`src/rtl/spf_pkg.sv`:
```
package spf_pkg;
  localparam int FRAC_W   = 23;
  localparam int EXPF_W   = 8;
  localparam int MANT_W   = FRAC_W + 3;
  localparam int BIAS     = 127;
  localparam int EXPF_MAX = 255;
  localparam int WORD_W   = 1 + EXPF_W + FRAC_W;

  typedef enum logic [2:0] {
    CLS_ZERO = 3'd0,
    CLS_NUM  = 3'd1,
    CLS_INF  = 3'd2,
    CLS_QNAN = 3'd3,
    CLS_SNAN = 3'd4
  } cls_e;

  typedef enum logic [1:0] {
    RM_NEAR = 2'd0,
    RM_ZERO = 2'd1,
    RM_UP   = 2'd2,
    RM_DOWN = 2'd3
  } rm_e;
endpackage

```
`src/rtl/spf_align.sv`:
```
module spf_align #(
  parameter int MANT_W = 26,
  parameter int SH_W   = 5
) (
  input  logic [MANT_W-1:0] mant_i,
  input  logic              stk_i,
  input  logic [SH_W-1:0]   sh_i,
  output logic [MANT_W-3:0] kept_o,
  output logic              grd_o,
  output logic              rnd_o,
  output logic              stk_o
);
  logic [MANT_W-1:0] shifted;
  logic              lost;

  always_comb begin
    shifted = mant_i >> sh_i;
    lost    = 1'b0;
    for (int k = 0; k < MANT_W; k++) begin
      if (k < int'(sh_i)) lost = lost | mant_i[k];
    end
  end

  assign kept_o = shifted[MANT_W-1:2];
  assign grd_o  = shifted[1];
  assign rnd_o  = shifted[0];
  assign stk_o  = stk_i | lost;
endmodule

```
`src/rtl/spf_round.sv`:
```
module spf_round
  import spf_pkg::*;
#(
  parameter int KEEP_W = 24
) (
  input  logic [KEEP_W-1:0] kept_i,
  input  logic              grd_i,
  input  logic              rnd_i,
  input  logic              stk_i,
  input  logic              sign_i,
  input  logic [1:0]        rm_i,
  output logic [KEEP_W:0]   sum_o,
  output logic              inexact_o
);
  logic inc;
  logic any_lost;

  assign any_lost = grd_i | rnd_i | stk_i;

  always_comb begin
    case (rm_e'(rm_i))
      RM_NEAR: inc = grd_i & (rnd_i | stk_i | kept_i[0]);
      RM_ZERO: inc = 1'b0;
      RM_UP:   inc = ~sign_i & any_lost;
      default: inc = sign_i & any_lost;
    endcase
  end

  assign sum_o     = {1'b0, kept_i} + (KEEP_W+1)'(inc);
  assign inexact_o = any_lost;
endmodule

```
`src/rtl/spf_ovf_sel.sv`:
```
module spf_ovf_sel
  import spf_pkg::*;
(
  input  logic              sign_i,
  input  logic [1:0]        rm_i,
  output logic              to_inf_o,
  output logic [WORD_W-2:0] mag_o
);
  always_comb begin
    case (rm_e'(rm_i))
      RM_NEAR: to_inf_o = 1'b1;
      RM_ZERO: to_inf_o = 1'b0;
      RM_UP:   to_inf_o = ~sign_i;
      default: to_inf_o = sign_i;
    endcase
  end

  // infinity or largest finite magnitude
  assign mag_o = to_inf_o ? {{EXPF_W{1'b1}}, {FRAC_W{1'b0}}}
                          : {{(EXPF_W-1){1'b1}}, 1'b0, {FRAC_W{1'b1}}};
endmodule

```
`src/rtl/spf_pack.sv`:
```
module spf_pack
  import spf_pkg::*;
#(
  parameter int EXP_W = 10
) (
  input  logic                    clk_i,
  input  logic                    rst_ni,
  input  logic                    sign_i,
  input  logic [2:0]              cls_i,
  input  logic signed [EXP_W-1:0] exp_i,
  input  logic [MANT_W-1:0]       mant_i,
  input  logic                    stk_i,
  input  logic [1:0]              rm_i,
  input  logic                    uf_trap_i,
  output logic [WORD_W-1:0]       word_o,
  output logic                    inexact_o,
  output logic                    underflow_o,
  output logic                    overflow_o
);
  localparam int BEXP_W = EXP_W + 2;
  localparam int SH_MAX = MANT_W + 1;
  localparam int SH_W   = $clog2(SH_MAX + 1);
  localparam int KEEP_W = FRAC_W + 1;

  logic signed [BEXP_W-1:0] biased, sh_raw, exp_n;
  logic                     subn, carry, promo, ovf_hit;
  logic [SH_W-1:0]          sh;
  logic [KEEP_W-1:0]        kept;
  logic                     grd, rnd, stk;
  logic [KEEP_W:0]          sum;
  logic                     ix;
  logic                     to_inf;
  logic [WORD_W-2:0]        ovf_mag;

  logic [WORD_W-1:0]        word_d;
  logic                     ix_d, uf_d, of_d;

  assign biased = $signed({{2{exp_i[EXP_W-1]}}, exp_i}) + $signed(BEXP_W'(BIAS));
  assign subn   = (biased <= 0);
  assign sh_raw = $signed(BEXP_W'(1)) - biased;

  always_comb begin
    if (!subn)                                   sh = '0;
    else if (sh_raw > $signed(BEXP_W'(SH_MAX)))  sh = SH_W'(SH_MAX);
    else                                         sh = sh_raw[SH_W-1:0];
  end

  spf_align #(.MANT_W(MANT_W), .SH_W(SH_W)) u_align (
    .mant_i (mant_i),
    .stk_i  (stk_i),
    .sh_i   (sh),
    .kept_o (kept),
    .grd_o  (grd),
    .rnd_o  (rnd),
    .stk_o  (stk)
  );

  spf_round #(.KEEP_W(KEEP_W)) u_round (
    .kept_i    (kept),
    .grd_i     (grd),
    .rnd_i     (rnd),
    .stk_i     (stk),
    .sign_i    (sign_i),
    .rm_i      (rm_i),
    .sum_o     (sum),
    .inexact_o (ix)
  );

  spf_ovf_sel u_ovf (
    .sign_i   (sign_i),
    .rm_i     (rm_i),
    .to_inf_o (to_inf),
    .mag_o    (ovf_mag)
  );

  assign carry   = sum[KEEP_W];
  assign promo   = sum[FRAC_W];
  assign exp_n   = biased + $signed({{(BEXP_W-1){1'b0}}, carry});
  assign ovf_hit = !subn && (exp_n >= $signed(BEXP_W'(EXPF_MAX)));

  always_comb begin
    word_d = {sign_i, {(WORD_W-1){1'b0}}};
    ix_d   = 1'b0;
    uf_d   = 1'b0;
    of_d   = 1'b0;
    case (cls_i)
      CLS_INF:  word_d = {sign_i, {EXPF_W{1'b1}}, {FRAC_W{1'b0}}};
      CLS_QNAN,
      CLS_SNAN: word_d = {sign_i, {EXPF_W{1'b1}}, 1'b1, mant_i[MANT_W-3:2]};
      CLS_NUM: begin
        ix_d = ix;
        if (subn) begin
          if (promo) begin
            word_d = {sign_i, EXPF_W'(1), {FRAC_W{1'b0}}};
          end else begin
            word_d = {sign_i, {EXPF_W{1'b0}}, sum[FRAC_W-1:0]};
            uf_d   = ix | uf_trap_i;
          end
        end else if (ovf_hit) begin
          word_d = {sign_i, ovf_mag};
          of_d   = to_inf;
        end else begin
          // on carry sum[FRAC_W-1:0] is already zero
          word_d = {sign_i, exp_n[EXPF_W-1:0], sum[FRAC_W-1:0]};
        end
      end
      default: ;
    endcase
  end

  always_ff @(posedge clk_i or negedge rst_ni) begin
    if (!rst_ni) begin
      word_o      <= '0;
      inexact_o   <= 1'b0;
      underflow_o <= 1'b0;
      overflow_o  <= 1'b0;
    end else begin
      word_o      <= word_d;
      inexact_o   <= ix_d;
      underflow_o <= uf_d;
      overflow_o  <= of_d;
    end
  end

  AST_ZERO_SIGN_ONLY: assert property (@(posedge clk_i) disable iff (!rst_ni)
    (cls_i == CLS_ZERO) |=> (word_o == {$past(sign_i), {(WORD_W-1){1'b0}}}));

  AST_NONNUM_NO_FLAG: assert property (@(posedge clk_i) disable iff (!rst_ni)
    (cls_i != CLS_NUM) |=> !(inexact_o || underflow_o || overflow_o));

  AST_INF_WORD: assert property (@(posedge clk_i) disable iff (!rst_ni)
    (cls_i == CLS_INF) |=> (word_o[WORD_W-2:0] == {{EXPF_W{1'b1}}, {FRAC_W{1'b0}}}));

  AST_NAN_QUIET: assert property (@(posedge clk_i) disable iff (!rst_ni)
    (cls_i == CLS_QNAN || cls_i == CLS_SNAN) |=>
      (word_o[WORD_W-2:FRAC_W] == {EXPF_W{1'b1}} && word_o[FRAC_W-1]));

  AST_UF_SUBNORMAL: assert property (@(posedge clk_i) disable iff (!rst_ni)
    underflow_o |-> (word_o[WORD_W-2:FRAC_W] == '0));

  AST_OVF_IS_INF: assert property (@(posedge clk_i) disable iff (!rst_ni)
    overflow_o |-> (word_o[WORD_W-2:0] == {{EXPF_W{1'b1}}, {FRAC_W{1'b0}}} && inexact_o == inexact_o
                    && !underflow_o));

  AST_EXACT_NO_FLAG: assert property (@(posedge clk_i) disable iff (!rst_ni)
    (cls_i == CLS_NUM && exp_i >= 0 && exp_i < 100 && mant_i[1:0] == 2'b00 && !stk_i)
      |=> !(inexact_o || underflow_o || overflow_o));
endmodule

```
`config.mk`:
```
export PLATFORM = sky130hd
export DESIGN_NAME = spf_pack
export DESIGN_NICKNAME = d
export VERILOG_FILES = /design/src/rtl/spf_pkg.sv /design/src/rtl/spf_align.sv /design/src/rtl/spf_round.sv /design/src/rtl/spf_ovf_sel.sv /design/src/rtl/spf_pack.sv
export SDC_FILE = /design/constraint.sdc
export NUM_CORES = 1
export LEC_CHECK = 0
export CAP_MARGIN = 20
export CORE_MARGIN = 5
export CORE_UTILIZATION = 45
export DETAILED_ROUTE_END_ITERATION = 7
export MAX_ROUTING_LAYER = met4
export PLACE_DENSITY = 0.68
export SLEW_MARGIN = 40
export SYNTH_ARGS = -nofsm -noshare
export SYNTH_HDL_FRONTEND = slang
export SYNTH_SLANG_ARGS = --single-unit
```
`constraint.sdc`:
```
create_clock -name clk_i -period 0.9 [get_ports clk_i]
set_clock_uncertainty 0.05 [all_clocks]
set_input_delay 0.135 -clock clk_i [delete_from_list [all_inputs] [get_ports clk_i]]
set_output_delay 0.135 -clock clk_i [all_outputs]
set_load 0.005 [all_outputs]
```
==> flow_metrics.py, run 1 <==
metrics = {
    "timing": {
        "fin_setup_tns_ns": -220.62,
        "slew_viol_final": 0,
        "layout_min_cycle_time_ns": 7.54,
        "worst_pin_slew_ns": 0.788,
        "setup_viol": 69,
        "max_freq_mhz": 133,
        "post-route-period-util_pct": 838,
        "relSlewSlack_pct": 47.3,
        "rsz0062_at_grt": "yes",
        "hold_violations": 0,
        "finalWorstSetupSlack_ns": -6.64,
    },
    "floorplanning": {
        "fp-row-count": 38,
        "initial_core_util_pct": 46.3,
        "chipHeight_um": 116,
        "core_area_um2": 10900,
        "dieArea_um2": 13500,
        "die_width_um": 116,
        "pin_count": 81,
    },
    "synth": {
        "synth_area_leaders": "dfrtp_1 17%, mux2i_1 5.1%, xnor2_1 5.0%, nand2_1 4.7%, a21oi_1 4.2%",
        "ys.flop_type": "dfrtp_1",
        "syn-num-nets": 714,
        "synth_top_area_cell": "dfrtp_1",
        "synth.distinct_cells": 89,
        "synthArstFlopShare_pct": 100,
        "syn_area_per_cell_um2": 7.69,
        "syn_inst": 659,
        "synth_top_area_share_pct": 17.3,
        "synth-seq-cells": 35,
        "synth-edff-count": 0,
        "ys_warn_count": 0,
        "seq_area_frac_synth_pct": 17.3,
        "syn_area_um2": 5060,
    },
    "setup_path": {
        "critical-path-slowest-cell": "clkdlybuf4s50_1",
        "crit_type": "in -> reg",
        "endpoint_kind": "register",
        "cp.required_ns": 1.07,
        "cp.depth": 38,
        "crit_buf_inv": 5,
        "cp-start-kind": "primary input",
        "cpLargestDelayFamily": "simple AND/OR/NAND/NOR gates",
        "cp.arrival_ns": 7.71,
        "cpPeakStageDelay_ns": 0.44,
        "crit_fanout": 13,
    },
    "global_route": {
        "grt_usage_pct": 41.2,
        "antenna_found_initial": 0,
        "grt_max_degree": 36,
        "grt_pass1_vias": 7671,
        "grt_pass1_wl_um": 42000,
        "gr-total-overflow": 0,
    },
    "placement": {
        "dp_hpwl_um": 19800,
        "portBuffers": 80,
        "pre_cts_slack_ns": -7.07,
        "gp_congestion": 1.19,
    },
    "finish": {
        "layout-drive-gt1-share_pct": 50.8,
        "layout_commonest_cell": "buf_4",
        "final_nets": 1097,
        "layout_common_cells": "315 x buf_4, 54 x nand2_1, 39 x clkdlybuf4s50_1",
        "syn2layout_area_growth_pct": 84.7,
        "diodes": 0,
    },
    "clock_network": {
        "cts_root_buf": "clkbuf_16",
        "cts_num_sinks": 35,
        "clock_path_buffers": 2,
        "clk_pin_slew_worst_paths_ns": 0.06,
        "cts_buffers": 5,
        "postCtsHoldBufs": 0,
        "cts_tree": "built",
        "h-tree-depth": 2,
    },
    "detailed_routing": {
        "wl_per_cell_um": 25.7,
        "via_per_inst": 6.93,
        "vias": 8195,
        "wl_um": 30400,
        "first_pass_iters": 6,
        "route.detailed.drc": 0,
        "ant_nets": 0,
        "first_iter_violations": 1293,
    },
    "job": {
        "max_cap_viol_count": 0,
    },
    "pwr": {
        "power_density_nw_per_um2": 1100,
        "leakagePower_uw": 0.00420,
        "ir_drop_v": 0.00140,
    },
    "worst_hold_path": {
        "hold_path_class": "in -> async",
    },
    "status": {
        "status": "finished, violations left",
        "violations": "setup timing",
    },
}
through the flow:
stage	hold WS (ns)	cell area (µm²)	power, µW	util (%)	instances
after global placement	0.468	8270	7220	75.7	1121
after global routing	0.226	9350	10600	85.5	1183
final	0.184	9350	10300	85.5	1183
after CTS	0.190	8830	9370	80.8	1164
after detailed placement	0.472	8270	7370	75.7	1121
after floorplan	-0.211	5370	4410	-	659
flip-flops by register name, summed over array words and instances (netlist names):
register and cells:
word_o 32, inexact_o 1, underflow_o 1, overflow_o 1
routing by layer:
metal  vias to the layer above  wire length (µm)  track usage, %
met4                         0              2210            16.8
met5                         -                 0               -
met1                      3852             11000            50.1
met2                       736             13400            66.2
li1                       3362                 -               -
met3                       245              3810            9.07
final cells by class:
class	instances	area (µm²)
clock buffers	7	133
well taps	140	175
flip-flops and latches	35	876
fillers	578	1580
clock inverters	1	5.00
multi-input cells	564	4640
inverters	16	77.6
repair buffers	420	3440
cell usage after synthesis (all sizes together), types with 10 or more instances:
cell type  count
a211oi        15
a21oi         44
a22o          20
a22oi         23
buf           18
clkbuf        27
dfrtp         35
inv           14
mux2i         26
nand2         63
nand3         16
nand4         10
nor2          39
nor3          29
nor4          17
o21ai         45
o31ai         11
or3           10
xnor2         29
xor2          10
report_power, final:
group          internal, µW  switching [µW]  total [µW]  leakage, µW
Sequential             1690            39.1        1730     0.000457
Clock                  1020             631        1650    0.0000679
Combinational          3260            3630        6890      0.00368
worst max-delay path by stage:
stage / startpoint / to / slack, ns
floorplan: exp_i[0] / word_o[14] / -6.58
global placement: exp_i[0] / word_o[5] / -6.90
detailed placement: exp_i[0] / word_o[11] / -7.07
CTS: exp_i[1] / word_o[7] / -6.26
global route: exp_i[6] / word_o[18] / -6.88
finish: exp_i[6] / word_o[18] / -6.64
cell families after synthesis:
logic type	Yosys count	share of synthesized area, %
adders and majority gates	9	2.22
and+or+nand+nor	236	26.1
AOI/OAI and AO/OA	251	36.9
DFF	35	17.3
buffers and inverters	61	5.19
xor gates and xnor gates	39	6.74
muxes	28	5.58
timing repair:
item                       in CTS  in global routing
setup endpoints to repair      69                 69
gates cloned                    5                  2
pin swaps                      58                 66
gates resized for setup       218                 81
buffers inserted               31                 21
Power figures use the tool's default switching activity.
==> run 2, diff against run 1 <==
CTS_BUF_LIST = sky130_fd_sc_hd__clkbuf_16   (was unset)
==> run 2 against run 1 <==
The run ends with DRC, setup timing left; setup slack improved by 0.054 ns; total power fell by 0.16%; clock power about the same; clock-buffer cell count fell by 2; critical path depth stayed put; combinational power about the same; critical endpoint unchanged; largest cell class unchanged.
==> flow_metrics.py, run 2 (synthesized netlist as in run 1, its figures left out) <==
metrics = {
    "detailed_routing": {
        "vias": 8142,
        "first_pass_iters": 8,
        "wl_per_cell_um": 25.7,
        "ant_nets": 0,
        "first_iter_violations": 1371,
        "route.detailed.drc": 1,
        "via_per_inst": 6.88,
        "wl_um": 30400,
    },
    "setup_path": {
        "critical-path-slowest-cell": "clkdlybuf4s50_1",
        "cp.required_ns": 1.07,
        "cpPeakStageDelay_ns": 0.44,
        "path_common_cell": "nand2_4",
        "crit_fanout": 7,
        "cp.arrival_ns": 7.66,
        "cp-start-kind": "primary input",
        "endpoint_kind": "register",
        "crit_type": "in -> reg",
    },
    "finish": {
        "multi_input_area_um2": 4640,
        "regArea_um2": 876,
        "regMostFlops": "word_o",
        "final_nets": 1097,
        "layout_common_cells": "315 x buf_4, 54 x nand2_1, 39 x clkdlybuf4s50_1",
        "layout_commonest_cell": "buf_4",
        "fin_cells": 1183,
        "largest_reg_flops": 32,
        "layout-drive-gt1-share_pct": 50.8,
        "diodes": 0,
        "n_fill_cell": 578,
        "syn2layout_area_growth_pct": 84.7,
    },
    "floorplanning": {
        "chipHeight_um": 116,
        "dieArea_um2": 13500,
        "fp-row-count": 38,
        "die_width_um": 116,
        "initial_core_util_pct": 46.3,
        "pin_count": 81,
        "core_area_um2": 10900,
    },
    "placement": {
        "gp_congestion": 1.19,
        "portBuffers": 80,
        "pre_cts_slack_ns": -7.07,
        "dpl.cell_count": 1121,
        "dp_hpwl_um": 19800,
    },
    "clock_network": {
        "postCtsHoldBufs": 0,
        "cts_buffers": 5,
        "cts_tree": "built",
        "cts_root_buf": "clkbuf_16",
        "clk_pin_slew_worst_paths_ns": 0.06,
        "cts_num_sinks": 35,
        "clock_path_buffers": 2,
        "h-tree-depth": 2,
    },
    "global_route": {
        "grt_pass1_wl_um": 42000,
        "grt_max_degree": 36,
        "grt_usage_pct": 41.2,
        "gr-total-overflow": 0,
        "antenna_found_initial": 0,
        "grt_pass1_vias": 7671,
    },
    "status": {
        "violations": "DRC, setup timing",
        "status": "finished, violations left",
    },
    "worst_hold_path": {
        "hold_path_class": "in -> async",
    },
    "timing": {
        "post-route-period-util_pct": 832,
        "hold_violations": 0,
        "rsz0062_at_grt": "yes",
        "setup_viol": 69,
        "worst_pin_slew_ns": 0.794,
        "relSlewSlack_pct": 46.9,
        "layout_min_cycle_time_ns": 7.49,
        "slew_viol_final": 0,
        "finalWorstSetupSlack_ns": -6.59,
        "max_freq_mhz": 134,
    },
    "pwr": {
        "power_density_nw_per_um2": 1100,
        "leakagePower_uw": 0.00421,
        "ir_drop_v": 0.00140,
    },
    "job": {
        "max_cap_viol_count": 0,
    },
}
[run 2: worst max path at each step]
stage	from	end
floorplan	exp_i[0]	word_o[14]
global placement	exp_i[0]	word_o[5]
CTS	exp_i[1]	word_o[7]
finish	exp_i[6]	word_o[18]
global route	exp_i[6]	word_o[18]
detailed placement	exp_i[0]	word_o[11]
[run 2: timing repair]
action	CTS	global route
pin swaps	58	66
setup endpoints to repair	69	69
gates cloned	5	2
resized for setup	218	81
setup buffers	31	21
[run 2: layer usage]
| metal | vias up | GRT usage (%) | share of wire [%] |
|---|---|---|---|
| met4 | 0 | 16.8 | 6.9 |
| met5 | - | - | 0 |
| met1 | 3829 | 50.1 | 36 |
| met3 | 220 | 9.07 | 13 |
| li1 | 3364 | - | - |
| met2 | 729 | 66.2 | 44 |
[run 2: critical path: cells and delay by family]
| kind | cells | cell delay, ns |
|---|---|---|
| buf+inv | 4 | 1.05 |
| mux | 1 | 0.24 |
| fa+ha+maj | 4 | 0.73 |
| compound gates | 14 | 2.56 |
| simple gates | 15 | 2.92 |
[run 2: where the power goes]
group	switching [µW]	leakage (µW)	internal, µW
clock network	631	0.0000762	999
logic	3640	0.00368	3260
registers	38.9	0.000457	1690
total	4310	0.00421	5950
[run 2: area by class of cell]
type                    count  area share (%)
well taps                 140            1.87
clock inverters             3           0.134
flip-flops and latches     35            9.36
clock buffers               5            1.34
multi-input cells         564            49.6
repair buffers            420            36.8
inverters                  16           0.829
[run 2: stage by stage]
stage	utilization [%]	hold WS [ns]	power (µW)	cell area (µm²)	TNS [ns]
after global routing	85.5	0.226	10500	9350	-228.63
after detailed placement	75.7	0.472	7370	8270	-235.65
after floorplan	-	-0.211	4410	5370	-214.34
final	85.5	0.182	10300	9350	-218.92
after CTS	80.8	0.190	9340	8830	-206.40
after global placement	75.7	0.468	7220	8270	-228.79
